File: config.mk
export PLATFORM = sky130hd
export DESIGN_NAME = pcfg_port
export DESIGN_NICKNAME = d
export VERILOG_FILES = /design/src/rtl/pcfg_pkg.sv /design/src/rtl/pcfg_regs.sv /design/src/rtl/pcfg_pin_drv.sv /design/src/rtl/pcfg_sync.sv /design/src/rtl/pcfg_port.sv
export SDC_FILE = /design/constraint.sdc
export NUM_CORES = 1
export LEC_CHECK = 0
export BUFFER_PORTS_ARGS = -buffer_cell sky130_fd_sc_hd__buf_2
export CAP_MARGIN = 20
export CORE_MARGIN = 2
export CORE_UTILIZATION = 35
export CTS_CLUSTER_DIAMETER = 200
export DETAILED_ROUTE_END_ITERATION = 10
export PLACE_DENSITY = 0.54
export SLEW_MARGIN = 20
export SYNTH_ARGS = -nofsm -noshare
export SYNTH_HDL_FRONTEND = slang
export SYNTH_SLANG_ARGS = --single-unit
File: constraint.sdc
create_clock -name clk -period 2.9 [get_ports clk]
set_clock_uncertainty 0.1 [all_clocks]
set_input_delay 0.58 -clock clk [delete_from_list [all_inputs] [get_ports clk]]
set_output_delay 0.58 -clock clk [all_outputs]
set_load 0.02 [all_outputs]
File: src/rtl/pcfg_pkg.sv
package pcfg_pkg;

   typedef enum logic [1:0] {
      PM_OFF        = 2'd0,
      PM_QUASI      = 2'd1,
      PM_OPEN_DRAIN = 2'd2,
      PM_PUSH_PULL  = 2'd3
   } pin_mode_e;

   typedef enum logic [1:0] {
      SEL_LATCH = 2'd0,
      SEL_CFG_A = 2'd1,
      SEL_CFG_B = 2'd2,
      SEL_NONE  = 2'd3
   } reg_sel_e;

   // map holds four 2-bit fields; field c gives the mode for code c = {B,A}
   function automatic pin_mode_e mode_of(logic [7:0] map, logic [1:0] code);
      logic [1:0] f;
      f = map[2*code +: 2];
      return pin_mode_e'(f);
   endfunction

   function automatic logic [1:0] code_of(logic [7:0] map, pin_mode_e m);
      logic [1:0] r;
      r = 2'd0;
      for (int c = 0; c < 4; c++) begin
         if (map[2*c +: 2] == m) r = 2'(c);
      end
      return r;
   endfunction

   function automatic bit map_ok(logic [7:0] map);
      int hits;
      bit ok;
      ok = 1'b1;
      for (int m = 0; m < 4; m++) begin
         hits = 0;
         for (int c = 0; c < 4; c++) begin
            if (map[2*c +: 2] == 2'(m)) hits++;
         end
         if (hits != 1) ok = 1'b0;
      end
      return ok;
   endfunction

endpackage

File: src/rtl/pcfg_regs.sv
module pcfg_regs #(
   parameter int          NPINS     = 8,
   parameter logic [NPINS-1:0] DBUS_MASK = 'h0F,
   parameter logic [7:0]  MODE_MAP  = 8'b11_10_01_00
) (
   input  logic             clk,
   input  logic             rst_n,
   input  logic             boot_romless,
   input  logic             wr_en,
   input  logic [1:0]       wr_sel,
   input  logic [NPINS-1:0] wr_data,
   output logic [NPINS-1:0] cfg_a,
   output logic [NPINS-1:0] cfg_b,
   output logic [NPINS-1:0] latch,
   output logic [NPINS-1:0] latch_prev
);
   import pcfg_pkg::*;

   localparam logic [1:0] QCODE = code_of(MODE_MAP, PM_QUASI);
   localparam logic [1:0] PCODE = code_of(MODE_MAP, PM_PUSH_PULL);

   logic [NPINS-1:0] rst_a;
   logic [NPINS-1:0] rst_b;

   // strap-dependent reset code for every pin
   always_comb begin
      for (int i = 0; i < NPINS; i++) begin
         if (boot_romless && DBUS_MASK[i]) begin
            rst_a[i] = PCODE[0];
            rst_b[i] = PCODE[1];
         end else begin
            rst_a[i] = QCODE[0];
            rst_b[i] = QCODE[1];
         end
      end
   end

   always_ff @(posedge clk) begin
      if (!rst_n) begin
         cfg_a <= rst_a;
         cfg_b <= rst_b;
         latch <= '1;
      end else if (wr_en) begin
         case (reg_sel_e'(wr_sel))
            SEL_LATCH: latch <= wr_data;
            SEL_CFG_A: cfg_a <= wr_data;
            SEL_CFG_B: cfg_b <= wr_data;
            default:   ;
         endcase
      end
   end

   // one-cycle history of the latch for the quasi pull-up pulse
   always_ff @(posedge clk) begin
      if (!rst_n) latch_prev <= '1;
      else        latch_prev <= latch;
   end

endmodule

File: src/rtl/pcfg_pin_drv.sv
module pcfg_pin_drv #(
   parameter logic [7:0] MODE_MAP = 8'b11_10_01_00
) (
   input  logic [1:0] code,
   input  logic       lat,
   input  logic       lat_prev,
   output logic       pd,
   output logic       pu_strong,
   output logic       pu_weak
);
   import pcfg_pkg::*;

   pin_mode_e mode;
   logic      rise;

   assign mode = mode_of(MODE_MAP, code);
   assign rise = lat & ~lat_prev;

   always_comb begin
      pd        = 1'b0;
      pu_strong = 1'b0;
      pu_weak   = 1'b0;
      unique case (mode)
         PM_OFF: ;
         PM_QUASI: begin
            pd        = ~lat;
            pu_weak   = lat;
            pu_strong = rise;
         end
         PM_OPEN_DRAIN: begin
            pd = ~lat;
         end
         PM_PUSH_PULL: begin
            pd        = ~lat;
            pu_strong = lat;
         end
      endcase
   end

endmodule

File: src/rtl/pcfg_sync.sv
module pcfg_sync #(
   parameter int NPINS       = 8,
   parameter int SYNC_STAGES = 2
) (
   input  logic             clk,
   input  logic             rst_n,
   input  logic [NPINS-1:0] din,
   output logic [NPINS-1:0] dout
);
   generate
      if (SYNC_STAGES == 1) begin : g_single
         logic [NPINS-1:0] q;
         always_ff @(posedge clk) begin
            if (!rst_n) q <= '0;
            else        q <= din;
         end
         assign dout = q;
      end else begin : g_chain
         localparam int W = SYNC_STAGES * NPINS;
         logic [W-1:0] q;
         always_ff @(posedge clk) begin
            if (!rst_n) q <= '0;
            else        q <= {q[W-NPINS-1:0], din};
         end
         assign dout = q[W-1 -: NPINS];
      end
   endgenerate

endmodule

File: src/rtl/pcfg_port.sv
module pcfg_port #(
   parameter int               NPINS       = 8,
   parameter int               SYNC_STAGES = 2,
   parameter logic [NPINS-1:0] DBUS_MASK   = 'h0F,
   parameter logic [7:0]       MODE_MAP    = 8'b11_10_01_00
) (
   input  logic             clk,
   input  logic             rst_n,
   input  logic             boot_romless,
   input  logic             wr_en,
   input  logic [1:0]       wr_sel,
   input  logic [NPINS-1:0] wr_data,
   input  logic [NPINS-1:0] pin_in,
   output logic [NPINS-1:0] pin_rd,
   output logic [NPINS-1:0] pd_en,
   output logic [NPINS-1:0] pu_strong_en,
   output logic [NPINS-1:0] pu_weak_en
);
   import pcfg_pkg::*;

   generate
      if (NPINS < 1) begin : g_bad_npins
         $error("pcfg_port: NPINS must be at least 1");
      end
      if (SYNC_STAGES < 1) begin : g_bad_sync
         $error("pcfg_port: SYNC_STAGES must be at least 1");
      end
      if (!map_ok(MODE_MAP)) begin : g_bad_map
         $error("pcfg_port: MODE_MAP must name each mode exactly once");
      end
   endgenerate

   logic [NPINS-1:0] cfg_a;
   logic [NPINS-1:0] cfg_b;
   logic [NPINS-1:0] latch;
   logic [NPINS-1:0] latch_prev;

   pcfg_regs #(
      .NPINS     (NPINS),
      .DBUS_MASK (DBUS_MASK),
      .MODE_MAP  (MODE_MAP)
   ) u_regs (
      .clk          (clk),
      .rst_n        (rst_n),
      .boot_romless (boot_romless),
      .wr_en        (wr_en),
      .wr_sel       (wr_sel),
      .wr_data      (wr_data),
      .cfg_a        (cfg_a),
      .cfg_b        (cfg_b),
      .latch        (latch),
      .latch_prev   (latch_prev)
   );

   generate
      for (genvar i = 0; i < NPINS; i++) begin : g_pin
         pcfg_pin_drv #(
            .MODE_MAP (MODE_MAP)
         ) u_drv (
            .code      ({cfg_b[i], cfg_a[i]}),
            .lat       (latch[i]),
            .lat_prev  (latch_prev[i]),
            .pd        (pd_en[i]),
            .pu_strong (pu_strong_en[i]),
            .pu_weak   (pu_weak_en[i])
         );
      end
   endgenerate

   pcfg_sync #(
      .NPINS       (NPINS),
      .SYNC_STAGES (SYNC_STAGES)
   ) u_sync (
      .clk   (clk),
      .rst_n (rst_n),
      .din   (pin_in),
      .dout  (pin_rd)
   );

endmodule

## Word-level counts from Yosys, hierarchy flattened

Cells that the tools add are included.

- Input port bits: 22
- Output and inout port bits: 32
- Register bits: 48
- Bits in latches: 0
- Memory bits (read-only): 0
- Memories kept: 0
- Memory bits (writable): 0

- Equal/unequal tests: 28
- Add/sub/neg operators: 0
- Bitwise logic cells: 24
- $mul: 0
- Shift-type cells: 8
- Mux-type cells: 28
- Divide/modulo/power cells: 0
- Reductions and logical operators: 13
- Order comparisons: 0

Operators with widths:

| kind | number |
|---|---|
| $shiftx A8 B4 Y2 const A | 8 |
| $eq A2 B2 Y1 const B | 17 |
| $reduce_or A3 Y1 | 8 |
| $eq A2 B1 Y1 const B | 9 |
| $mux W1 | 17 |
| $not A1 Y1 | 16 |
| $pmux W1 S2 | 8 |
| $mux W4 | 3 |
| $and A1 B1 Y1 | 8 |
| $reduce_and A2 Y1 | 4 |
| $ne A2 B1 Y1 const B | 2 |
| $logic_not A2 Y1 | 1 |

## Longest topological paths before layout

Gate-level depths: netlist of the first run.

- Word-level depth: 4
- Gate-level depth with buffers: 4
- Gate-level depth less buffers: 2

## Hierarchy

Synthesis of the first run repeated with hierarchy kept, for this count alone.

- Cells, all modules: 201
- Area total of the unflattened synthesis: 1943.1 um2

By module, submodules not included:

| module | seq. area each (um2) | area each (um2) | cells an instance | times used |
|---|---|---|---|---|
| pcfg_regs | 680.7 | 1216.2 | 112 | 1 |
| pcfg_sync | 320.3 | 506.7 | 41 | 1 |
| pcfg_pin_drv | 0.0 | 27.5 | 6 | 8 |

## Worst setup path after synthesis of the first run

No wires, ideal clock.

- Kind: input port to flip-flop
- Start: input port wr_sel[0]
- End: register u_regs.cfg_b[0] (enable)
- Arrival time: 1065 ps
- Path buffers: 1
- Cell stages on the path: 3
- Data required time: 2490 ps
- Path slack: 1425 ps
- Path through: and3b_1 -> buf_6 -> nand2b_1

- Word-level cells in the longest chain between the ends: 3

Ends and longest elaborated chain:

| what | line | source |
|---|---|---|
| start, declared | pcfg_port.sv:11 | `input logic [1:0] wr_sel,` |
| $eq A2 B2 Y1 | pcfg_regs.sv:44 | `case (reg_sel_e'(wr_sel))` |
| $ne A2 B1 Y1 (no line) | - |  |
| $reduce_and A2 Y1 (no line) | - |  |
| end signal, assigned | pcfg_regs.sv:41 | `cfg_b <= rst_b;` |
| end signal, assigned | pcfg_regs.sv:47 | `SEL_CFG_B: cfg_b <= wr_data;` |
| end, declared | pcfg_regs.sv:13 | `output logic [NPINS-1:0] cfg_b,` |

Every way passes these cells.
A chain may end at the register's enable or synchronous reset.

## Worst setup path after layout of the first run

- Start: register u_regs.cfg_b[3]
- End: output port pd_en[3]

- Word-level cells in the longest chain between the ends: 4

Ends and longest elaborated chain:

| what | line | source |
|---|---|---|
| $shiftx A8 B4 Y2 (*) | pcfg_pkg.sv:20 | `f = map[2*code +: 2];` |
| $eq A2 B2 Y1 / $eq A2 B1 Y1 (equally long branches) | pcfg_pin_drv.sv:23 | `unique case (mode)` |
| $reduce_or A3 Y1 (no line) (*) | - |  |
| $mux W1 (*) | - |  |
| end, declared | pcfg_port.sv:15 | `output logic [NPINS-1:0] pd_en,` |

Every way passes the cells marked *; elsewhere a longest branch is shown, timed or not.

==> results of run 1 <==
-- final timing paths --
check	start	slack [ns]	end
setup reg to reg	u_regs.latch[6]	2.11	u_regs.latch[6]
hold / removal	u_sync.g_chain.q[6]	0.34	u_sync.g_chain.q[14]
hold reg to reg	u_sync.g_chain.q[6]	0.34	u_sync.g_chain.q[14]
setup / recovery	u_regs.cfg_b[3]	1.19	pd_en[3]
-- routing by layer --
metal | vias to the layer above | share of wire, % | global-route usage [%]
met1 | 568 | 45 | 11.6
met3 | 2 | 5.2 | 3.44
met4 | 0 | 1.2 | 4.58
met5 | - | 0 | 0
met2 | 27 | 48 | 19.4
li1 | 706 | - | -
-- cells in the final DEF, fill, tap and decap left out --
cell type	n
sky130_fd_sc_hd__nand2_1	24
sky130_fd_sc_hd__edfxtp_1	4
sky130_fd_sc_hd__inv_1	16
sky130_fd_sc_hd__dfxtp_1	44
sky130_fd_sc_hd__mux2i_1	20
sky130_fd_sc_hd__nand2b_1	2
sky130_fd_sc_hd__nor2_1	24
sky130_fd_sc_hd__clkbuf_16	1
sky130_fd_sc_hd__clkbuf_1	2
sky130_fd_sc_hd__buf_2	53
sky130_fd_sc_hd__and3b_1	1
sky130_fd_sc_hd__a21oi_1	8
sky130_fd_sc_hd__buf_4	3
sky130_fd_sc_hd__nand3b_1	1
sky130_fd_sc_hd__nor2b_1	24
sky130_fd_sc_hd__nor3b_2	1
sky130_fd_sc_hd__and2_1	16
sky130_fd_sc_hd__clkbuf_8	5
-- worst max-delay path: stages, from the launching register on --
cell	delay [ns]
sky130_fd_sc_hd__edfxtp_1	0.44
sky130_fd_sc_hd__nor2_1	0.11
sky130_fd_sc_hd__nor2_1	0.05
sky130_fd_sc_hd__buf_2	0.15
-- registers in the layout, summed over array words and instances (netlist names) --
name,count
u_sync.g_chain.q,16
u_regs.cfg_a,8
u_regs.cfg_b,8
u_regs.latch,8
u_regs.latch_prev,8
-- logic make-up after synthesis --
group	Yosys count	synth area share (%)
DFF	48	48.0
and+or+nand+nor	93	22.6
buffers and inverters	57	17.8
muxes	20	9.61
AOI/OAI and AO/OA	8	1.92
-- power by group through the flow --
stage	clock network, mW	registers [mW]	logic (mW)
after detailed placement	0	0.729	0.166
after floorplan	0	0.724	0.158
after global placement	0	0.729	0.164
after CTS	0.451	0.714	0.166
final	0.433	0.713	0.163
after global routing	0.471	0.717	0.181
-- cell type report --
type / instances / area share (%)
clock buffers: 8 / 4.49
inverters: 16 / 2.66
multi-input cells: 121 / 31.6
flip-flops and latches: 48 / 44.4
well taps: 75 / 4.16
repair buffers: 56 / 12.8
==> flow_results.org, run 1 <==
** Run status
- Status :: complete, no violations

** Critical path
- Along the worst path, the maximum fanout reaches 3.
- STA puts the critical path data required time at 2.22 ns.
- For the worst setup path, the data arrival time is 1.03 ns.
- The number of cells on the worst reg-to-reg path is 2.
- Kind of end point of the critical path :: primary output
- The critical path in this run is classified as reg -> out.
- Kind of launch point of the worst setup path :: flip-flop

** GRT
- The number of antenna violations at the first check in global routing came to 0.
- After global routing the overflow that remains totals 0.
- Vias in the first global route :: 1266
- Total global routing track utilization :: 10.8%
- Largest net degree at the start of global routing :: 30
- Wire length of the first global-routing pass :: 5370 um

** Clock network
- The tree built by TritonCTS fans out to 48 sinks.
- TritonCTS Buffers :: 5
- Maximum level of the CTS H-tree :: 2
- After clock tree synthesis, the flow added hold-fix buffers numbering 0.
- TritonCTS built the clock tree.
- Clock latency on the worst-skew pair :: 0.29 ns
- Number of buffers added for setup after CTS :: 0
- In this run, post-CTS repair resized a total of 0 instances.
- The root buffer cell chosen for the clock tree is sky130_fd_sc_hd__clkbuf_8.
- Number of buffers between clock root and the deepest sink :: 2
- Clock input transition at the sequential cells of the worst setup and hold paths :: 0.08 ns

** Power
- Net switching power :: 0.321 mW
- Relative contribution of sequential cells to total power :: 54.5%
- Internal power comes to 0.988 mW.
- For this design the ratio of total power to cell area is 580 nW/um^2.
- Clock power share :: 33.1%
- Static Leak :: 1.08 nW
- Switching share of power :: 24.5%
- Proportion of power drawn by combinational gates :: 12.4%
- Peak ir drop on the vdd network :: 0.186 mV
- The design draws 1.31 mW.

** Synth
- By area the synthesized netlist is led by sky130_fd_sc_hd__dfxtp_1 (42%), sky130_fd_sc_hd__buf_4 (13%), sky130_fd_sc_hd__mux2i_1 (9.6%), sky130_fd_sc_hd__nor2b_1 (7.2%), sky130_fd_sc_hd__edfxtp_1 (5.8%).
- Most frequently used cell type in the post-synthesis netlist :: sky130_fd_sc_hd__dfxtp_1
- Count of cell types in the netlist :: 18
- Warnings, synthesis :: 0
- Summing the sequential cell areas from Yosys gives 48.0% of the chip area.
- Syn_area_per_cell :: 9.22 um^2
- Post-Syn Area :: 2080 um^2
- Net count after synthesis :: 248
- Async set-or-reset flop fraction in the synthesized netlist :: 0%
- Largest area contributor in the netlist :: sky130_fd_sc_hd__dfxtp_1
- Synthesis produced 226 cells.
- Prevailing post-synth register cell :: sky130_fd_sc_hd__dfxtp_1
- By count the netlist is led by sky130_fd_sc_hd__dfxtp_1 (44), sky130_fd_sc_hd__buf_4 (35), sky130_fd_sc_hd__nand2_1 (24), sky130_fd_sc_hd__nor2_1 (24), sky130_fd_sc_hd__nor2b_1 (24).
- Yosys mapped a number of flops with a built-in enable equal to 4.
- Area share of the largest cell type after synthesis :: 42.3%
- Register bit total from synthesis :: 48

** STA
- Unrepaired setup endpoints after global routing :: no
- The final-report hold violation count came to 0.
- The worst pin sits at a relative slew slack of 62.2%.
- Fin crit share :: 58.8%
- The final count of pins violating max slew came to 0.
- Number of endpoints failing setup at the final stage :: 0
- Time the final worst path needs with I/O delays and setup :: 1.71 ns
- Post-Route Setup TNS :: 0 ns
- Highest achievable clock rate :: 586 MHz
- At the pin with the least slew margin, the transition time is 0.565 ns.
- Once routing completed, OpenROAD measured the worst setup slack at 1.19 ns.
- WHS :: 0.337 ns

** Floorplanning
- After floorplanning, the core was divided into 28 placement rows.
- The die covers 6590 um^2.
- The floorplan step defined a core boundary enclosing 5850 um^2.
- The die is 81.2 um tall.
- Measured along the x axis, the die boundary spans 81.2 um.
- Pin placement for this block handled 54 I/O pins.
- Initial Util :: 35.6%

** Detailed routing
- Dividing the detail-routed wire length by the instance count gives 9.98 um.
- Before antenna repair, the detailed router went through 4 iterations.
- Count of unresolved DRC violations after routing :: 0
- Wire length after detailed routing :: 3230 um
- Via count normalized by instance count :: 4.02
- The final route contains 1303 vias.
- In this run the remaining antenna-violating nets after routing total 0.
- The detailed router finished its first iteration with 14 violations.

** Final layout
- The count of cells in the finished layout, fillers not included, comes to 324.
- 0 antenna diodes ended up in the layout.
- After routing the design area is 2260 um^2.
- At the end of the flow, the number of nets in the layout was 270.
- Area added between synthesis and finish :: 8.29%
- Cells with a size suffix above 1 make up 25.3% of the layout.
- Cells fill 38.6% of the core in the end.
- The multi-input combinational cells in the finished layout cover a total of 712 um^2.
- Across the whole layout, storage elements account for 1000 um^2.
- Counting the fill cells in the layout gives 613.

** Min path
- Path type of the worst min-delay path :: reg -> reg
- Counting instances, the worst hold path has a depth of 1.

** Placed design
- Count of placed standard cells including taps :: 316
- Placed Instance Area :: 2150 um^2
- The wire-length estimate of the detail-placed layout is 2400 um.
- Post-placement worst setup slack :: 1.14 ns
- Buffers placed on the I/O ports in this run total 53.
- Routability-driven placement finished with a final weighted congestion of 0.672.

** Run
- Max-cap violations :: 0
Note: power is estimated with default switching activity, not from simulation.
==> inputs of run 2 (changes only) <==
clock period = 1.68 ns   (was 2.9 ns; I/O delays follow)
==> run 2 against run 1 <==
  * First-iteration DRC count rose to 3.7 times the previous value
  * Cell count rose by 0.93%
  * Clock power rose by 67%
  * Power rose by 71%
  * Clock-buffer cell count fell by 2
  * Core utilization rose by 0.30 points
  * Wire length rose by 5.0%
  * Die area did not move
  * Critical endpoint is now pu_strong_en[1]
  * Via count rose by 2.4%
  * Sequential share of layout area fell by 0.34 points
==> flow_results.org, run 2 (same netlist as run 1, synthesis figures left out) <==
** STA
- Final slew viol count :: 0 (unchanged)
- The smallest clock period supported by the final layout is computed as 1.48 ns.
- Unrepaired setup endpoints after global routing :: no
- Number of endpoints failing setup at the final stage :: 0 (unchanged)
- Dividing the final minimum period by the clock period gives 87.8%.
- Hold violation count in the final report :: 0 (unchanged)
- Worst relative slew slack :: 78.6% (+16 points)
- Highest achievable clock rate :: 678 MHz
- The slew of the pin with the lowest slew margin is 0.322 ns (-0.243 ns).
- Post-Route Setup TNS :: 0 ns (unchanged)

** GRT
- Largest net degree at the start of global routing :: 21 (-30%)
- Remaining Overflow, GRT :: 0 (unchanged)
- Wire length of the first global-routing pass :: 5490 um (+2.2%)
- Number of antenna violations at the first check in global routing :: 0 (unchanged)
- Total global routing track utilization :: 11.0% (+0.18 points)
- The number of global-route vias before repair was 1237 (-2.3%).

** Critical path
- Data required, critical path :: 1.24 ns (-0.98 ns)
- Crit Path Class :: reg -> out
- Kind of end point of the critical path :: primary output
- The signal on the critical path passes through nand2_1 -> a21oi_1 -> buf_2.
- The data arrival time of the critical path was 1.04 ns (about the same).
- The worst setup path is launched from a flip-flop.
- The largest individual stage delay along the critical path comes from the cell sky130_fd_sc_hd__dfxtp_1.
- The longest individual stage delay on the worst path is 0.37 ns (-0.07 ns).
- The reg-to-reg setup timing slack came to 0.90 ns (-1.21 ns).
- Crit-path max FO :: 3 (unchanged)

** Detailed routing
- Number of detailed-route iterations in the first pass :: 4 (unchanged)
- Via count normalized by instance count :: 4.08 (+1.4%)
- The number of DRC violations after detailed routing came to 0 (unchanged).
- Final ANT Viol Nets :: 0 (unchanged)
- The violation count after the first detailed-route iteration was 52 (+38).
- Wire length after detailed routing :: 3400 um (+5.0%)
- Routed length per placed instance :: 10.4 um (+4.0%)
- The via count was 1334 (+2.4%).

** Placed design
- HPWL after DPL :: 2530 um (+5.3%)
- The placed cell area is 2180 um^2 (+1.0%).
- Count of buffers from port buffering :: 53 (unchanged)
- The weighted congestion reported at the end of routability-driven placement came to 0.733 (+9.1%).

** Power
- Peak ir drop on the vdd network :: 0.334 mV (+79%)
- The combinational share of power is 12.8% (+0.4 points).
- Clock power share :: 32.2% (-0.9 points)
- The net load switching power was 0.581 mW (+81%).
- Relative contribution of sequential cells to total power :: 55.0% (+0.5 points)
- Pwr per Cell Area :: 985 nW/um^2 (+70%)
- The fraction of power spent switching nets came to 25.9% (+1.4 points).
- The internal power was 1.66 mW (+68%).
- Static Leak :: 1.10 nW (+1.1%)

** Run
- The max-cap check violation count is 0 (unchanged).

** Final layout
- Compared with the post-synthesis result, the final layout area differs by 9.13%.
- Leaving out fill and tap cells, the most frequent cell in the layout is sky130_fd_sc_hd__buf_2.
- Commonest cells after routing, fill and taps aside :: sky130_fd_sc_hd__buf_2 (53), sky130_fd_sc_hd__dfxtp_1 (44), sky130_fd_sc_hd__nand2_1 (24), sky130_fd_sc_hd__nor2_1 (24), sky130_fd_sc_hd__nor2b_1 (24)
- Max FFs per register :: 16 (unchanged)
- Counting flops per register, the top entry is u_sync.g_chain.q.
- Final-layout fill cell count :: 615 (+0.33%)
- Final Net Count :: 273 (+1.1%)
- Antenna diode instance count :: 0 (unchanged)
- The fraction of final layout cells sized beyond drive strength 1 was 27.0% (+1.7 points).
- The area of all placed cells without fillers came to 2270 um^2 (+0.78%).

** Floorplanning
- The number of top-level pins is 54 (unchanged).
- The overall die width is 81.2 um (unchanged).
- Std-Cell Rows :: 28 (unchanged)
- The core box area came to 5850 um^2 (unchanged).
- The die extent in y came to 81.2 um (unchanged).
- The initial standard-cell utilization of the core is 35.6% (unchanged).
- The die footprint is 6590 um^2 (unchanged).

** Clock network
- The number of gates given a new drive strength after cts came to 0 (unchanged).
- The TritonCTS buffer count is 5 (unchanged).
- The register clock-pin slew on the reported worst setup and hold paths is 0.09 ns (about the same).
- TritonCTS clock tree :: done
- The clock latency on the worst-skew pair came to 0.29 ns (about the same).
- The number of hold buffers added after cts came to 0 (unchanged).
- The post-CTS setup repair buffer count is 0 (unchanged).
- The total clock sinks was 48 (unchanged).
- Clk root buf :: sky130_fd_sc_hd__clkbuf_8
- Number of buffers between clock root and the deepest sink :: 2 (unchanged)
- Maximum level of the CTS H-tree :: 2 (unchanged)

** Run status
- The flow ran to the end, and the final reports show no timing, DRC or antenna violations.

** Min path
- The path class of the tightest hold or removal check is in -> reg.
[run 2: changes by cell type in the layout (fill, tap and decap cells not counted), sizes merged]
cell | previous run | this run
buf | 56 | 59
clkinvlp | 0 | 1
clkbuf | 8 | 6
inv | 16 | 17
[run 2: critical path: cells and delay by family (launching register included)]
kind / cells / cell delay [ns]
AOI/OAI and AO/OA: 1 / 0.11
and+or+nand+nor: 1 / 0.08
buffers and inverters: 1 / 0.18
DFF: 1 / 0.37
[run 2: stage by stage]
stage               utilization [%]  power (mW)  std cells  hold slack, ns  worst slack [ns]
finish                         38.9        2.24        327           0.140             0.204
global route                   38.9        2.35        327           0.127            0.0862
CTS                            38.9        2.28        327           0.124             0.176
detailed placement             37.2        1.55        319           0.319             0.273
global placement               37.2        1.55        319           0.314             0.315
floorplan                         -        1.52        226           0.312             0.449
[run 2: routing by layer]
metal,GRT usage (%),wire [um],vias to the layer above
met5,0,0,-
met4,4.07,36,0
met3,3.00,152,2
met2,19.3,1650,29
met1,12.7,1560,595
li1,-,-,708
[run 2: power by group through the flow]
stage / registers, mW / clock network (mW) / logic [mW]
floorplan: 1.25 / 0 / 0.272
global placement: 1.26 / 0 / 0.290
detailed placement: 1.26 / 0 / 0.293
CTS: 1.23 / 0.754 / 0.294
global route: 1.24 / 0.792 / 0.319
finish: 1.23 / 0.721 / 0.287
[run 2: cell type report]
class	instances	area, um^2	area share, %
flip-flops and latches	48	1000	44.0
clock buffers	6	82.6	3.63
well taps	75	93.8	4.13
repair buffers	59	310	13.6
inverters	16	60.1	2.64
multi-input cells	121	712	31.3
clock inverters	2	13.8	0.605
[run 2: final timing paths]
check,end,from,cells after the start
max,pu_strong_en[1],u_regs.latch[1],3
min,u_sync.g_chain.q[5],pin_in[5],2
max reg2reg,u_regs.latch[3],u_regs.latch[3],2
min reg2reg,u_sync.g_chain.q[12],u_sync.g_chain.q[4],1
==> inputs of run 3 (changes only) <==
PLACE_DENSITY = 0.65   (was 0.54)
clock period = 1.3 ns   (was 1.68 ns; I/O delays follow)
==> run 3 against run 2 <==
  * First-iteration DRC count is the same
  * Global-route usage increased by 0.62 points
  * Largest cell class unchanged
  * Cell area rose by 8.1%
  * Register-to-register slack lost 0.39 ns
  * Clock-buffer cell count decreased by 1
  * The flow now finishes with violations (setup timing)
  * Core utilization grew 3.2 points
  * Die area stayed put
  * Sequential power up 30%
  * Clock power is 47% higher
  * Sequential cell count unchanged
  * Wire length grew 1.1%
  * Non-clock buffer count did not move
  * Critical path type unchanged
==> flow_results.org, run 3 (same netlist as run 1, synthesis figures left out) <==
** Run status
- The run finished, with violations left.
- The final reports fail on setup timing.

** STA
- The number of setup violations in the final report was 23 (+23).
- Based on the critical path, the design can be clocked at up to 719 MHz.
- Final slew viol count :: 0 (unchanged)
- The slew of the pin with the lowest slew margin is 0.299 ns (-0.0229 ns).
- WHS :: 0.0615 ns (-0.0789 ns)
- Setup repair after global routing could not meet its margin everywhere.
- Final WS setup :: -0.0916 ns (-0.296 ns)
- Fin crit share :: 107%
- Post-Route Setup TNS :: -1.06 ns (-1.06 ns)
- Hold violation count in the final report :: 0 (unchanged)
- After layout, the minimum clock period comes to 1.39 ns.
- The worst slew margin relative to its limit came to 80.1% (+1.5 points).

** Placed design
- Count of buffers from port buffering :: 53 (unchanged)
- The weighted congestion reported at the end of routability-driven placement was 0.745 (+1.6%).
- Post-placement worst setup slack :: 0.0366 ns (-0.237 ns)
- Count of placed standard cells including taps :: 319 (unchanged)
- The half-perimeter wire length after placement was 2540 um (+0.59%).
- Placed Instance Area :: 2200 um^2 (+1.1%)

** Critical path
- For this design, the slowest cell found on the critical path is sky130_fd_sc_hd__edfxtp_1.
- Kind of end point of the critical path :: primary output
- The worst setup path is launched from a flip-flop.
- Broken down by cell family, the worst path's largest delay share belongs to flip-flops.
- The combined buffer and inverter count along the critical path is 1 (unchanged).
- Cell Chain, Critical Path :: nor2_1 -> nor2_1 -> buf_2
- Crit Path Class :: reg -> out
- Biggest cell delay along the critical path :: 0.43 ns (+0.06 ns)
- Data required, critical path :: 0.94 ns (-0.30 ns)
- Cell occurring most often along the worst timing path :: sky130_fd_sc_hd__nor2_1
- The largest fanout on the critical path came to 3 (unchanged).
- Data arrival, critical path :: 1.03 ns (about the same)

** Detailed routing
- Wire length after detailed routing :: 3430 um (+1.1%)
- The via count was 1350 (+1.2%).
- Via count normalized by instance count :: 4.13 (+1.2%)
- The total length of routed met2 wires is 1720 um (+4.2%).
- The per-cell routed wire length came to 10.5 um (+1.1%).
- The post-route met1 wirelength was 1470 um (-5.6%).
- Count of routing violations after the opening detailed-route iteration :: 52 (unchanged)
- The number of DRC violations after detailed routing is 0 (unchanged).
- Highest routed metal layer :: met4
- The met3 wire length was 160 um (+5.3%).
- Final ANT Viol Nets :: 0 (unchanged)
- Number of detailed-route iterations in the first pass :: 4 (unchanged)

** GRT
- The global-route wire length before repair is 5620 um (+2.5%).
- Remaining Overflow, GRT :: 0 (unchanged)
- The all-layer global routing usage is 11.6% (+0.62 points).
- Largest net degree at the start of global routing :: 22 (+4.8%)
- Vias in the first global route :: 1209 (-2.3%)
- The number of antenna violations at the first check in global routing came to 0 (unchanged).

** Clock network
- Clock Sinks :: 48 (unchanged)
- TritonCTS clock tree :: done
- The number of hold buffers added after cts was 0 (unchanged).
- The number of buffers between clock root and the deepest sink came to 2 (unchanged).
- Maximum level of the CTS H-tree :: 2 (unchanged)
- The TritonCTS buffer count came to 5 (unchanged).
- Number of buffers added for setup after CTS :: 0 (unchanged)
- The clock latency on the worst-skew pair came to 0.30 ns (about the same).
- Clock input transition at the sequential cells of the worst setup and hold paths :: 0.09 ns (about the same)
- Clock tree synthesis selected as its root buffer the cell sky130_fd_sc_hd__clkbuf_8.

** Floorplanning
- The die footprint is 6590 um^2 (unchanged).
- Core ar. :: 5850 um^2 (unchanged)
- The die extent in y was 81.2 um (unchanged).
- Io pins :: 54 (unchanged)
- The count of standard-cell rows is 28 (unchanged).
- The overall die width is 81.2 um (unchanged).
- Initial Util :: 35.6% (unchanged)

** Run
- Max-cap violations :: 0 (unchanged)

** Power
- The static leakage came to 1.13 nW (+3.0%).
- Pwr per Cell Area :: 1260 nW/um^2 (+28%)
- Switching share of power :: 24.6% (-1.3 points)
- Relative contribution of sequential cells to total power :: 51.5% (-3.5 points)
- The share of total power in the clock network came to 34.4% (+2.2 points).
- The internal power came to 2.33 mW (+41%).
- Sum of internal, switching and leakage power :: 3.10 mW (+38%)
- Peak ir drop on the vdd network :: 0.414 mV (+24%)
- The net load switching power was 0.763 mW (+31%).
- Proportion of power drawn by combinational gates :: 14.1% (+1.3 points)

** Min path
- Path type of the worst min-delay path :: in -> reg

** Final layout
- The post-layout instance count excluding filler cells came to 327 (unchanged).
- The flip-flop count of the largest register after layout was 16 (unchanged).
- The final standard cell utilization of the core came to 42.0% (+3.2 points).
- Reg with most FFs :: u_sync.g_chain.q
- Share of post-route cells with drive strength above 1 :: 42.1% (+15 points)
- Antenna diode instance count :: 0 (unchanged)
- The final net count came to 273 (unchanged).
- Area added between synthesis and finish :: 18.0%
- Design area :: 2460 um^2 (+8.1%)
- In the layout the commonest cells are sky130_fd_sc_hd__buf_2 (33), sky130_fd_sc_hd__nor2b_1 (24), sky130_fd_sc_hd__dfxtp_1 (24).
- Leaving out fill and tap cells, the most frequent cell in the layout is sky130_fd_sc_hd__buf_2.
run 3: changes by cell type in the layout (fill, tap and decap cells not counted), moves of 2 or more:
cell                      delta
sky130_fd_sc_hd__buf_2      -20
sky130_fd_sc_hd__dfxtp_1    -20
sky130_fd_sc_hd__dfxtp_2    +18
sky130_fd_sc_hd__buf_4      +14
sky130_fd_sc_hd__a21oi_1     -7
sky130_fd_sc_hd__a21oi_2     +7
sky130_fd_sc_hd__nand2_1     -5
sky130_fd_sc_hd__nand2_2     +5
sky130_fd_sc_hd__nor2_1      -5
sky130_fd_sc_hd__nor2_2      +5
sky130_fd_sc_hd__buf_6       +4
sky130_fd_sc_hd__buf_12      +2
sky130_fd_sc_hd__dfxtp_4     +2
run 3: power by group through the flow:
| stage | Sequential, mW | Clock, mW | Combinational, mW |
|---|---|---|---|
| 6_report | 1.60 | 1.06 | 0.436 |
| 5_1_grt | 1.61 | 1.17 | 0.477 |
| 4_1_cts | 1.60 | 1.10 | 0.427 |
| 3_5_place_dp | 1.63 | 0 | 0.384 |
| 3_3_place_gp | 1.63 | 0 | 0.379 |
| 2_1_floorplan | 1.62 | 0 | 0.352 |
run 3: timing repair:
action                     CTS  global route
resized for setup           49            15
pin swaps                    5             3
setup endpoints to repair   24            24
run 3: area by class of cell:
cell class | count | area, um^2
Sequential cell | 48 | 1030
Fill cell | 585 | 3390
Multi-Input combinational cell | 121 | 763
Timing Repair Buffer | 59 | 400
Tap cell | 75 | 93.8
Clock inverter | 3 | 41.3
Inverter | 16 | 60.1
Clock buffer | 5 | 68.8
run 3: final timing paths:
| kind | end | startpoint | slack (ns) | depth (start not counted) |
|---|---|---|---|---|
| setup reg to reg | u_regs.latch[4] | u_regs.latch[4] | 0.51 | 2 |
| setup / recovery | pd_en[1] | u_regs.cfg_b[1] | -0.09 | 3 |
| hold / removal | u_sync.g_chain.q[5] | pin_in[5] | 0.06 | 2 |
| hold reg to reg | u_sync.g_chain.q[13] | u_sync.g_chain.q[5] | 0.34 | 1 |
run 3: per-layer routing:
metal	track usage (%)	vias to the layer above
met4	6.61	0
met5	0	-
met3	3.33	6
met1	13.3	601
li1	-	714
met2	19.3	29
